File: src/rtl/rs_lapr_pkg.sv
package rs_lapr_pkg;

    localparam int SYM_W = 8;
    localparam int NPAR = 4;
    localparam int ROOT_BASE = 0;
    localparam logic [SYM_W:0] FIELD_POLY = 9'h11D;

    typedef logic [SYM_W-1:0] sym_t;
    typedef logic [NPAR-1:0][SYM_W-1:0] rem_t;
    typedef logic [SYM_W-1:0][SYM_W-1:0] col_t;

    // General field product; called only at elaboration with a constant operand.
    function automatic sym_t gf_mul(input sym_t a, input sym_t b);
        sym_t acc;
        sym_t sh;
        acc = '0;
        sh = a;
        for (int i = 0; i < SYM_W; i++) begin
            if (b[i]) acc = acc ^ sh;
            if (sh[SYM_W-1]) sh = (sh << 1) ^ FIELD_POLY[SYM_W-1:0];
            else             sh = sh << 1;
        end
        return acc;
    endfunction

    function automatic sym_t alpha_pow(input int n);
        sym_t r;
        r = sym_t'(1);
        for (int i = 0; i < n; i++) r = gf_mul(r, sym_t'(2));
        return r;
    endfunction

    // Low coefficients of the monic generator; the leading 1 is implicit.
    function automatic rem_t gen_low();
        sym_t g [0:NPAR];
        sym_t root;
        rem_t res;
        for (int j = 0; j <= NPAR; j++) g[j] = '0;
        g[0] = sym_t'(1);
        for (int i = 0; i < NPAR; i++) begin
            root = alpha_pow(ROOT_BASE + i);
            for (int j = NPAR; j > 0; j--) g[j] = g[j-1] ^ gf_mul(g[j], root);
            g[0] = gf_mul(g[0], root);
        end
        for (int j = 0; j < NPAR; j++) res[j] = g[j];
        return res;
    endfunction

    // x^p reduced modulo the generator: the lookahead coefficient set for degree p.
    function automatic rem_t xpow_mod(input int p);
        rem_t gl;
        rem_t r;
        sym_t top;
        gl = gen_low();
        r = '0;
        r[0] = sym_t'(1);
        for (int s = 0; s < p; s++) begin
            top = r[NPAR-1];
            for (int j = NPAR - 1; j > 0; j--) r[j] = r[j-1] ^ gf_mul(top, gl[j]);
            r[0] = gf_mul(top, gl[0]);
        end
        return r;
    endfunction

    // Column a of the bit matrix that multiplies by a constant.
    function automatic col_t cmul_cols(input sym_t coef);
        col_t c;
        for (int a = 0; a < SYM_W; a++) c[a] = gf_mul(coef, sym_t'(1) << a);
        return c;
    endfunction

endpackage

File: src/rtl/rs_lapr_cmul.sv
module rs_lapr_cmul
    import rs_lapr_pkg::*;
#(
    parameter sym_t COEF = 8'h01
) (
    input  sym_t a_i,
    output sym_t p_o
);

    localparam col_t COL = cmul_cols(COEF);

    // AND with constants plus XOR: folds to a pure XOR network.
    always_comb begin
        p_o = '0;
        for (int a = 0; a < SYM_W; a++) begin
            if (a_i[a]) p_o = p_o ^ COL[a];
        end
    end

endmodule

File: src/rtl/rs_lapr_fold.sv
module rs_lapr_fold
    import rs_lapr_pkg::*;
#(
    parameter int CHUNK = 7
) (
    input  rem_t                          rem_i,
    input  logic [CHUNK-1:0][SYM_W-1:0]   chunk_i,
    output rem_t                          rem_o
);

    localparam int NDEG = CHUNK + NPAR;

    sym_t coef_d [NDEG];
    sym_t prod   [NDEG][NPAR];

    // Merge rem*x^CHUNK and chunk*x^NPAR by degree, then reduce each degree
    // with its precomputed x^d mod g vector.
    for (genvar d = 0; d < NDEG; d++) begin : g_deg
        sym_t from_chunk;
        sym_t from_rem;
        localparam rem_t XP = xpow_mod(d);

        if (d >= NPAR) begin : g_c
            assign from_chunk = chunk_i[d-NPAR];
        end else begin : g_nc
            assign from_chunk = '0;
        end

        if (d >= CHUNK) begin : g_r
            assign from_rem = rem_i[d-CHUNK];
        end else begin : g_nr
            assign from_rem = '0;
        end

        assign coef_d[d] = from_chunk ^ from_rem;

        for (genvar o = 0; o < NPAR; o++) begin : g_out
            rs_lapr_cmul #(.COEF(XP[o])) u_cmul (
                .a_i (coef_d[d]),
                .p_o (prod[d][o])
            );
        end
    end

    always_comb begin
        for (int o = 0; o < NPAR; o++) begin
            rem_o[o] = '0;
            for (int d = 0; d < NDEG; d++) rem_o[o] = rem_o[o] ^ prod[d][o];
        end
    end

endmodule

File: src/rtl/rs_lapr_stage.sv
module rs_lapr_stage
    import rs_lapr_pkg::*;
#(
    parameter int CHUNK = 7
) (
    input  logic                         clk,
    input  logic                         rst,
    input  logic                         vld_i,
    input  rem_t                         rem_i,
    input  logic [CHUNK-1:0][SYM_W-1:0]  chunk_i,
    output logic                         vld_o,
    output rem_t                         rem_o
);

    rem_t rem_nx;

    rs_lapr_fold #(.CHUNK(CHUNK)) u_fold (
        .rem_i   (rem_i),
        .chunk_i (chunk_i),
        .rem_o   (rem_nx)
    );

    always_ff @(posedge clk) begin
        if (rst) begin
            vld_o <= 1'b0;
            rem_o <= '0;
        end else begin
            vld_o <= vld_i;
            if (vld_i) rem_o <= rem_nx;
        end
    end


    vld_fwd_chk: assert property (@(posedge clk) disable iff (rst)
        vld_i |=> vld_o);


    vld_gap_chk: assert property (@(posedge clk) disable iff (rst)
        !vld_i |=> !vld_o);


    hold_chk: assert property (@(posedge clk) disable iff (rst)
        !vld_i |=> $stable(rem_o));


    zero_in_chk: assert property (@(posedge clk) disable iff (rst)
        (vld_i && rem_i == '0 && chunk_i == '0) |=> rem_o == '0);

endmodule

File: src/rtl/rs_lapr_enc.sv
module rs_lapr_enc
    import rs_lapr_pkg::*;
#(
    parameter int MSG_LEN = 28,
    parameter int STAGES  = 4
) (
    input  logic                      clk,
    input  logic                      rst,
    input  logic                      msg_vld_i,
    input  logic [MSG_LEN*SYM_W-1:0]  msg_i,
    output logic                      par_vld_o,
    output logic [NPAR*SYM_W-1:0]     par_o
);

    localparam int CHUNK = MSG_LEN / STAGES;
    localparam int CW    = $clog2(STAGES + 1) + 1;

    typedef logic [CHUNK-1:0][SYM_W-1:0] chunk_t;

    logic [MSG_LEN-1:0][SYM_W-1:0] msg_s;
    logic [STAGES:0]               vld_s;
    rem_t                          rem_s    [STAGES+1];
    chunk_t                        chunk_al [STAGES];

    assign msg_s    = msg_i;
    assign vld_s[0] = msg_vld_i;
    assign rem_s[0] = '0;

    for (genvar k = 0; k < STAGES; k++) begin : g_lane
        chunk_t head;
        // Highest-degree chunk enters first.
        assign head = msg_s[MSG_LEN-1-k*CHUNK -: CHUNK];

        if (k == 0) begin : g_direct
            assign chunk_al[k] = head;
        end else begin : g_skew
            chunk_t sr [k];
            // Skew register j moves with the valid bit of pipeline position j.
            always_ff @(posedge clk) begin
                if (rst) begin
                    for (int i = 0; i < k; i++) sr[i] <= '0;
                end else begin
                    if (vld_s[0]) sr[0] <= head;
                    for (int i = 1; i < k; i++) begin
                        if (vld_s[i]) sr[i] <= sr[i-1];
                    end
                end
            end
            assign chunk_al[k] = sr[k-1];
        end

        rs_lapr_stage #(.CHUNK(CHUNK)) u_stage (
            .clk     (clk),
            .rst     (rst),
            .vld_i   (vld_s[k]),
            .rem_i   (rem_s[k]),
            .chunk_i (chunk_al[k]),
            .vld_o   (vld_s[k+1]),
            .rem_o   (rem_s[k+1])
        );
    end

    assign par_vld_o = vld_s[STAGES];
    assign par_o     = rem_s[STAGES];

    // Occupancy bookkeeping for the checks below.
    logic [CW-1:0] inflight;
    always_ff @(posedge clk) begin
        if (rst) inflight <= '0;
        else     inflight <= inflight + CW'(msg_vld_i) - CW'(par_vld_o);
    end


    occupancy_chk: assert property (@(posedge clk) disable iff (rst)
        inflight <= CW'(STAGES));


    no_orphan_chk: assert property (@(posedge clk) disable iff (rst)
        par_vld_o |-> inflight != '0);


    reset_clear_chk: assert property (@(posedge clk)
        rst |=> (!par_vld_o && par_o == '0));

endmodule

File: config.mk
export PLATFORM = sky130hd
export DESIGN_NAME = rs_lapr_enc
export DESIGN_NICKNAME = d
export VERILOG_FILES = /design/src/rtl/rs_lapr_pkg.sv /design/src/rtl/rs_lapr_cmul.sv /design/src/rtl/rs_lapr_fold.sv /design/src/rtl/rs_lapr_stage.sv /design/src/rtl/rs_lapr_enc.sv
export SDC_FILE = /design/constraint.sdc
export NUM_CORES = 2
export LEC_CHECK = 0
export BUFFER_PORTS_ARGS = -buffer_cell sky130_fd_sc_hd__buf_2
export CAP_MARGIN = 20
export CORE_MARGIN = 2
export CORE_UTILIZATION = 55
export DETAILED_ROUTE_END_ITERATION = 8
export HOLD_SLACK_MARGIN = 0.06
export MAX_ROUTING_LAYER = met4
export PLACE_DENSITY = 0.74
export SLEW_MARGIN = 15
export SYNTH_ARGS = -nofsm -noshare
export SYNTH_HDL_FRONTEND = slang
export SYNTH_SLANG_ARGS = --single-unit
File: constraint.sdc
create_clock -name clk -period 4.41 [get_ports clk]
set_clock_uncertainty 0.1 [all_clocks]
set_input_delay 0.2205 -clock clk [delete_from_list [all_inputs] [get_ports clk]]
set_output_delay 0.2205 -clock clk [all_outputs]
set_load 0.02 [all_outputs]
### After elaboration in Yosys (flattened, before gate mapping)

Memory sizes are Yosys's and may differ from the RTL's.
Cells that the tools add are included.
Widths: inputs -> output; s select.

* input port bits: 227
* output and inout port bits: 33
* latch bits: 0
* memory bits (read-only): 0
* register bits: 132
* memories kept: 3
* logic and storage cells: 1835
* bits in writable memories: 336

Memories
* g_lane[3].g_skew.sr: depth 3, bits a word 56, rd ports 3, clocked after memory_dff 0, write ports 3, line rs_lapr_enc.sv:37 `chunk_t sr [k];`
* g_lane[2].g_skew.sr: depth 2, bits a word 56, rd ports 2, clocked after memory_dff 0, write ports 2, line rs_lapr_enc.sv:37
* g_lane[1].g_skew.sr: depth 1, bits a word 56, rd ports 1, clocked after memory_dff 0, write ports 1, line rs_lapr_enc.sv:37

* shifts and indexed selects: 0
* eq/ne operators: 0
* reductions and logical operators: 1
* $lt $le $gt $ge: 0
* bitwise gates (word level): 897
* divide/modulo/power cells: 0
* multipliers: 0
* add/subtract/negate cells: 0
* multiplexer cells: 914

Operators with widths (number)
* $mux 8: 460
* $mux 7: 236
* $xor 8x8->8: 108
* $not 4->4: 196
* $not 5->5: 136
* $not 6->6: 104
* $mux 6: 96
* $not 3->3: 168
* $mux 56: 6
* $mux 5: 48
* $not 7->7: 24
* $not 2->2: 80
* $mux 4: 24
* $not 3->4: 20
* $reduce_or 56->1: 1
* $mux 3: 16
* $not 2->3: 16
* $not 1->1: 32
* $not 8->8: 4
* $mux 1: 20
* $mux 2: 8
* $or 1x1->1: 5
* $not 1->1 const A: 4

### Logic depth before layout (Yosys ltp)

An unclocked memory read counts as a cell.

* depth after elaboration: 22
* gate-level depth with buffers: 8
* mapped depth without buffers: 7

### Hierarchy

Synthesis repeated with hierarchy kept, for this count alone.

* cell total of the unflattened synthesis: 4604
* area total of the unflattened synthesis: 53911.7 sq um

Modules (own cells, without submodules)
* rs_lapr_fold: sequential area each 0.0 sq um, cells an instance 321, times used 4, area an instance 3246.9 sq um
* rs_lapr_enc: sequential area each 10089.7 sq um, cells an instance 736, times used 1, area an instance 12717.2 sq um
* rs_lapr_stage: sequential area each 660.6 sq um, cells an instance 106, times used 4, area an instance 1202.4 sq um
* rs_lapr_cmul at g_lane[0].u_stage.u_fold.g_deg[0].g_out[1].u_cmul ...: sequential area each 0.0 sq um, cells an instance 9, times used 48, area an instance 63.8 sq um
* rs_lapr_cmul at g_lane[0].u_stage.u_fold.g_deg[5].g_out[2].u_cmul ...: sequential area each 0.0 sq um, cells an instance 14, times used 12, area an instance 130.1 sq um
* rs_lapr_cmul at g_lane[0].u_stage.u_fold.g_deg[4].g_out[1].u_cmul ...: sequential area each 0.0 sq um, cells an instance 18, times used 4, area an instance 274.0 sq um
* rs_lapr_cmul at g_lane[0].u_stage.u_fold.g_deg[5].g_out[0].u_cmul ...: sequential area each 0.0 sq um, cells an instance 15, times used 4, area an instance 264.0 sq um
* rs_lapr_cmul at g_lane[0].u_stage.u_fold.g_deg[9].g_out[2].u_cmul ...: sequential area each 0.0 sq um, cells an instance 14, times used 4, area an instance 259.0 sq um
* rs_lapr_cmul at g_lane[0].u_stage.u_fold.g_deg[9].g_out[0].u_cmul ...: sequential area each 0.0 sq um, cells an instance 16, times used 4, area an instance 242.7 sq um
* rs_lapr_cmul at g_lane[0].u_stage.u_fold.g_deg[0].g_out[0].u_cmul ...: sequential area each 0.0 sq um, cells an instance 8, times used 16, area an instance 60.1 sq um
* rs_lapr_cmul at g_lane[0].u_stage.u_fold.g_deg[4].g_out[3].u_cmul ...: sequential area each 0.0 sq um, cells an instance 18, times used 4, area an instance 237.7 sq um
* rs_lapr_cmul at g_lane[0].u_stage.u_fold.g_deg[5].g_out[3].u_cmul ...: sequential area each 0.0 sq um, cells an instance 15, times used 4, area an instance 237.7 sq um
* rs_lapr_cmul at g_lane[0].u_stage.u_fold.g_deg[6].g_out[1].u_cmul ...: sequential area each 0.0 sq um, cells an instance 16, times used 4, area an instance 230.2 sq um
* rs_lapr_cmul at g_lane[0].u_stage.u_fold.g_deg[5].g_out[1].u_cmul ...: sequential area each 0.0 sq um, cells an instance 16, times used 4, area an instance 202.7 sq um
* 17 more rows

### Worst setup path after synthesis

Ideal clock, no wire load.

* path type: reg2reg
* start: memory g_lane[3].g_skew.sr[0][134] (netlist name)
* end: register g_lane[3].u_stage.rem_o[1] (netlist name)
* path buffers: 1
* slack: 1.846 ns
* required time: 4.195 ns
* setup time: 0.115 ns
* period minus slack after synthesis: 2.564 ns
* arrival: 2.349 ns
* stages on the path, launching flop included: 9
* cell sequence: edfxtp_1 -> buf_4 -> xnor2_4 -> xnor3_1 -> xor3_1 -> xnor3_1 -> xnor2_1 -> mux2i_1 -> and2_1

RTL lines
* from (decl): line rs_lapr_enc.sv:37
* to (signal assigned): line rs_lapr_stage.sv:29 `if (vld_i) rem_o <= rem_nx;`
* to (decl): line rs_lapr_stage.sv:12 `output rem_t rem_o`

### Final worst setup path

* start: memory g_lane[1].g_skew.sr[0][45] (netlist name)
* end: register g_lane[1].u_stage.rem_o[0] (netlist name)

* word-level cells in the longest chain between the ends: 9

Ends and longest elaborated chain
* from (decl): line rs_lapr_enc.sv:37
* $mem_v2 1x56 (*)
* $xor 8x8->8 (*): line rs_lapr_fold.sv:35 `assign coef_d[d] = from_chunk ^ from_rem;`
* $mux 8 (*): line rs_lapr_cmul.sv:16 `if (a_i[a]) p_o = p_o ^ COL[a];`
* $not 5->5 (no line)
* $mux 8 (*): line rs_lapr_cmul.sv:16
* $not 4->4 (no line)
* $mux 6 (*): line rs_lapr_cmul.sv:16
* $xor 8x8->8 (*) (2 in a row): line rs_lapr_fold.sv:48 `for (int d = 0; d < NDEG; d++) rem_o[o] = rem_o[o] ^ prod[d][o];`
* to (signal assigned): line rs_lapr_stage.sv:29
* to (decl): line rs_lapr_stage.sv:12

Mark *: on every way between the ends. The rest lies on a longest branch, timed or not.
A chain may end at the register's enable or synchronous reset.

==> reports/metrics.yaml <==
global_route:
  use_met2_pct: 52.5
  grt.total_usage_pct: 34.4
  grt_pass1_vias: 22797
  grt_max_degree: 72
  grt_use_met3_pct: 6.17
  met1_usage_pct: 46.5
  overflow: 0
  antenna_found_initial: 0
  top_usage_layer: "met2"
  grt_pass1_wl_mm: 159
layout:
  synthToLayoutAreaGrowth_pct: 15.4
  final_nets: 3455
  diodes: 0
  stdcell_count: 4126
  drive_gt1_share_pct: 14.1
  fillers: 4873
placement:
  gp_congestion: 1.04
  io_buffers: 259
  hpwl_mm: 86.8
  dp_cells: 3858
  pre_cts_ws_ns: 0.817
clock_network:
  cts_sinks: 468
  clkTransAtPathRegs_ns: 0.07
  ctsResizeCount: 0
  cts_buffers: 51
  cts_tree: "built"
  clk_path_buf_depth: 3
  htree_num_levels: 2
  cts-root-buf: "clkbuf_16"
  worstSkewPairLatency_ns: 0.61
  hold_buffers: 170
  postCtsSetupBuffers: 0
sta:
  slew_headroom_pct: 23.8
  fmax_mhz: 274
  drv_slew: 0
  hold_viol: 0
  timing.final.crit_period_ns: 3.66
  setup-tns-final_ns: 0
  worstMarginPinSlew_ns: 1.13
  min_period_over_period_pct: 82.9
  layout_setup_ws_ns: 0.754
  rsz0062_at_grt: "no"
  setup_viol: 0
synth:
  yosys_warnings: 0
  synth_common_cells: "xnor2_1, and2_1, edfxtp_1"
  yosysUniqueCellTypes: 41
  synth_top_area_share_pct: 28.5
  async_flop_share_pct: 0
  yosysSeqAreaShare_pct: 36.0
  syn_area_mm2: 0.0354
  ys_ff_latch: 468
  syn_area_per_cell_um2: 12.3
  yosys.area.top_type: "edfxtp_1"
  synth_nets: 3096
  synth_edf_count: 336
  synthCells: 2869
  yosysMostFrequentCell: "xnor2_1"
  ys_top_cells_by_area: "edfxtp_1, xnor2_1, xnor3_1"
  ys.flop_type: "edfxtp_1"
floorplanning:
  die_x_um: 258
  ios: 260
  die_h_um: 258
  rows: 93
  die_area_mm2: 0.0664
  core_area_mm2: 0.0640
  initial_core_util_pct: 55.3
drt:
  drt_wl_total_mm: 111
  drt_first_pass_iters: 7
  viasPerCell: 5.36
  wl_per_cell_um: 27.0
  drc: 0
  drt-initial-drc-count: 2285
  ant_nets: 0
  route.vias.total: 22124
job:
  maxCapViolations: 0
critical_path:
  cp.arrival_ns: 4.11
  crit_required_ns: 4.86
  worstSetupStartpointType: "flip-flop"
  end_kind: "flip-flop"
  reg2reg_slack_ns: 0.75
  worstPathMaxFanout: 4
  crit_type: "reg -> reg"
run_status:
  outcome: "complete, no violations"
hold_path:
  min_path_type: "in -> reg"
==> flip-flops by register name (all words and copies together), names as in the netlist <==
signal and flops:
g_lane.g_skew.sr 336, g_lane.u_stage.vld_o 4, g_lane.u_stage.rem_o 128
==> final timing paths <==
path | start | endpoint | cells after the start
setup / recovery | g_lane[1].g_skew.sr[0][45] | g_lane[1].u_stage.rem_o[0] | 7
hold / removal | msg_i[213] | g_lane[0].u_stage.rem_o[16] | 4
setup reg to reg | g_lane[1].g_skew.sr[0][45] | g_lane[1].u_stage.rem_o[0] | 7
hold reg to reg | g_lane[2].u_stage.rem_o[8] | g_lane[2].u_stage.rem_o[8] | 2
==> layout by cell type, fill, tap and decap left out, types with 3 or more instances in the layout <==
cell / count
xnor2_1: 1068
and2_1: 337
edfxtp_1: 336
buf_2: 258
xor2_1: 250
xnor3_1: 212
dlygate4sd3_1: 170
dfxtp_1: 131
nor2_1: 110
mux2i_1: 64
clkbuf_16: 54
xnor2_2: 46
buf_4: 45
a211oi_1: 42
xor3_1: 31
a22o_1: 12
xor2_2: 10
clkinv_1: 9
nand2_1: 7
clkbuf_8: 7
clkinv_2: 5
nand2b_1: 5
clkinv_4: 5
inv_4: 5
or2_2: 4
inv_1: 4
xnor2_4: 4
clkbuf_1: 4
a21oi_1: 3
inv_6: 3
==> per-layer routing <==
layer | vias to the layer above | routed length, um
li1 | 10035 | -
met1 | 10880 | 47600
met2 | 985 | 50800
met3 | 224 | 8940
met4 | 0 | 4180
met5 | - | 0
==> stage by stage <==
step | util (%) | hold slack, ns | cell area, um^2
global route | 63.8 | 0.277 | 40900
CTS | 63.8 | 0.255 | 40800
finish | 63.8 | 0.273 | 40900
detailed placement | 58.5 | 0.379 | 37400
floorplan | - | 0.319 | 35400
global placement | 58.5 | 0.367 | 37400
==> cell families (layout without fill, tap and decap cells) <==
family	Yosys count	after routing	synth area share [%]
buf+inv	175	577	2.03
compound gates	65	65	1.41
simple gates	474	474	7.56
flops	468	468	36.0
mux	64	64	1.81
xor+xnor	1623	1623	51.2
==> worst max-delay path, stage by stage (launching register included) <==
cell,delay [ns]
edfxtp_1,0.42
xnor2_1,0.88
xnor2_1,0.36
xnor3_1,0.47
xnor3_1,0.41
xnor2_1,0.67
mux2i_1,0.17
nor2_1,0.11
==> final cells by class <==
class                      count  area [um^2]  share of cell area, %
sequential                   468        12700                   31.2
clock buffer                  65         1460                   3.58
clock inverter                31          246                  0.603
inverter                       7         27.5                 0.0674
multi-input combinational   2226        22000                   53.8
timing repair buffer         474         3350                   8.20
tap                          855         1070                   2.62
Power is not shown: default switching activity piles up to over one toggle a cycle in this logic, so the estimate is an artifact.
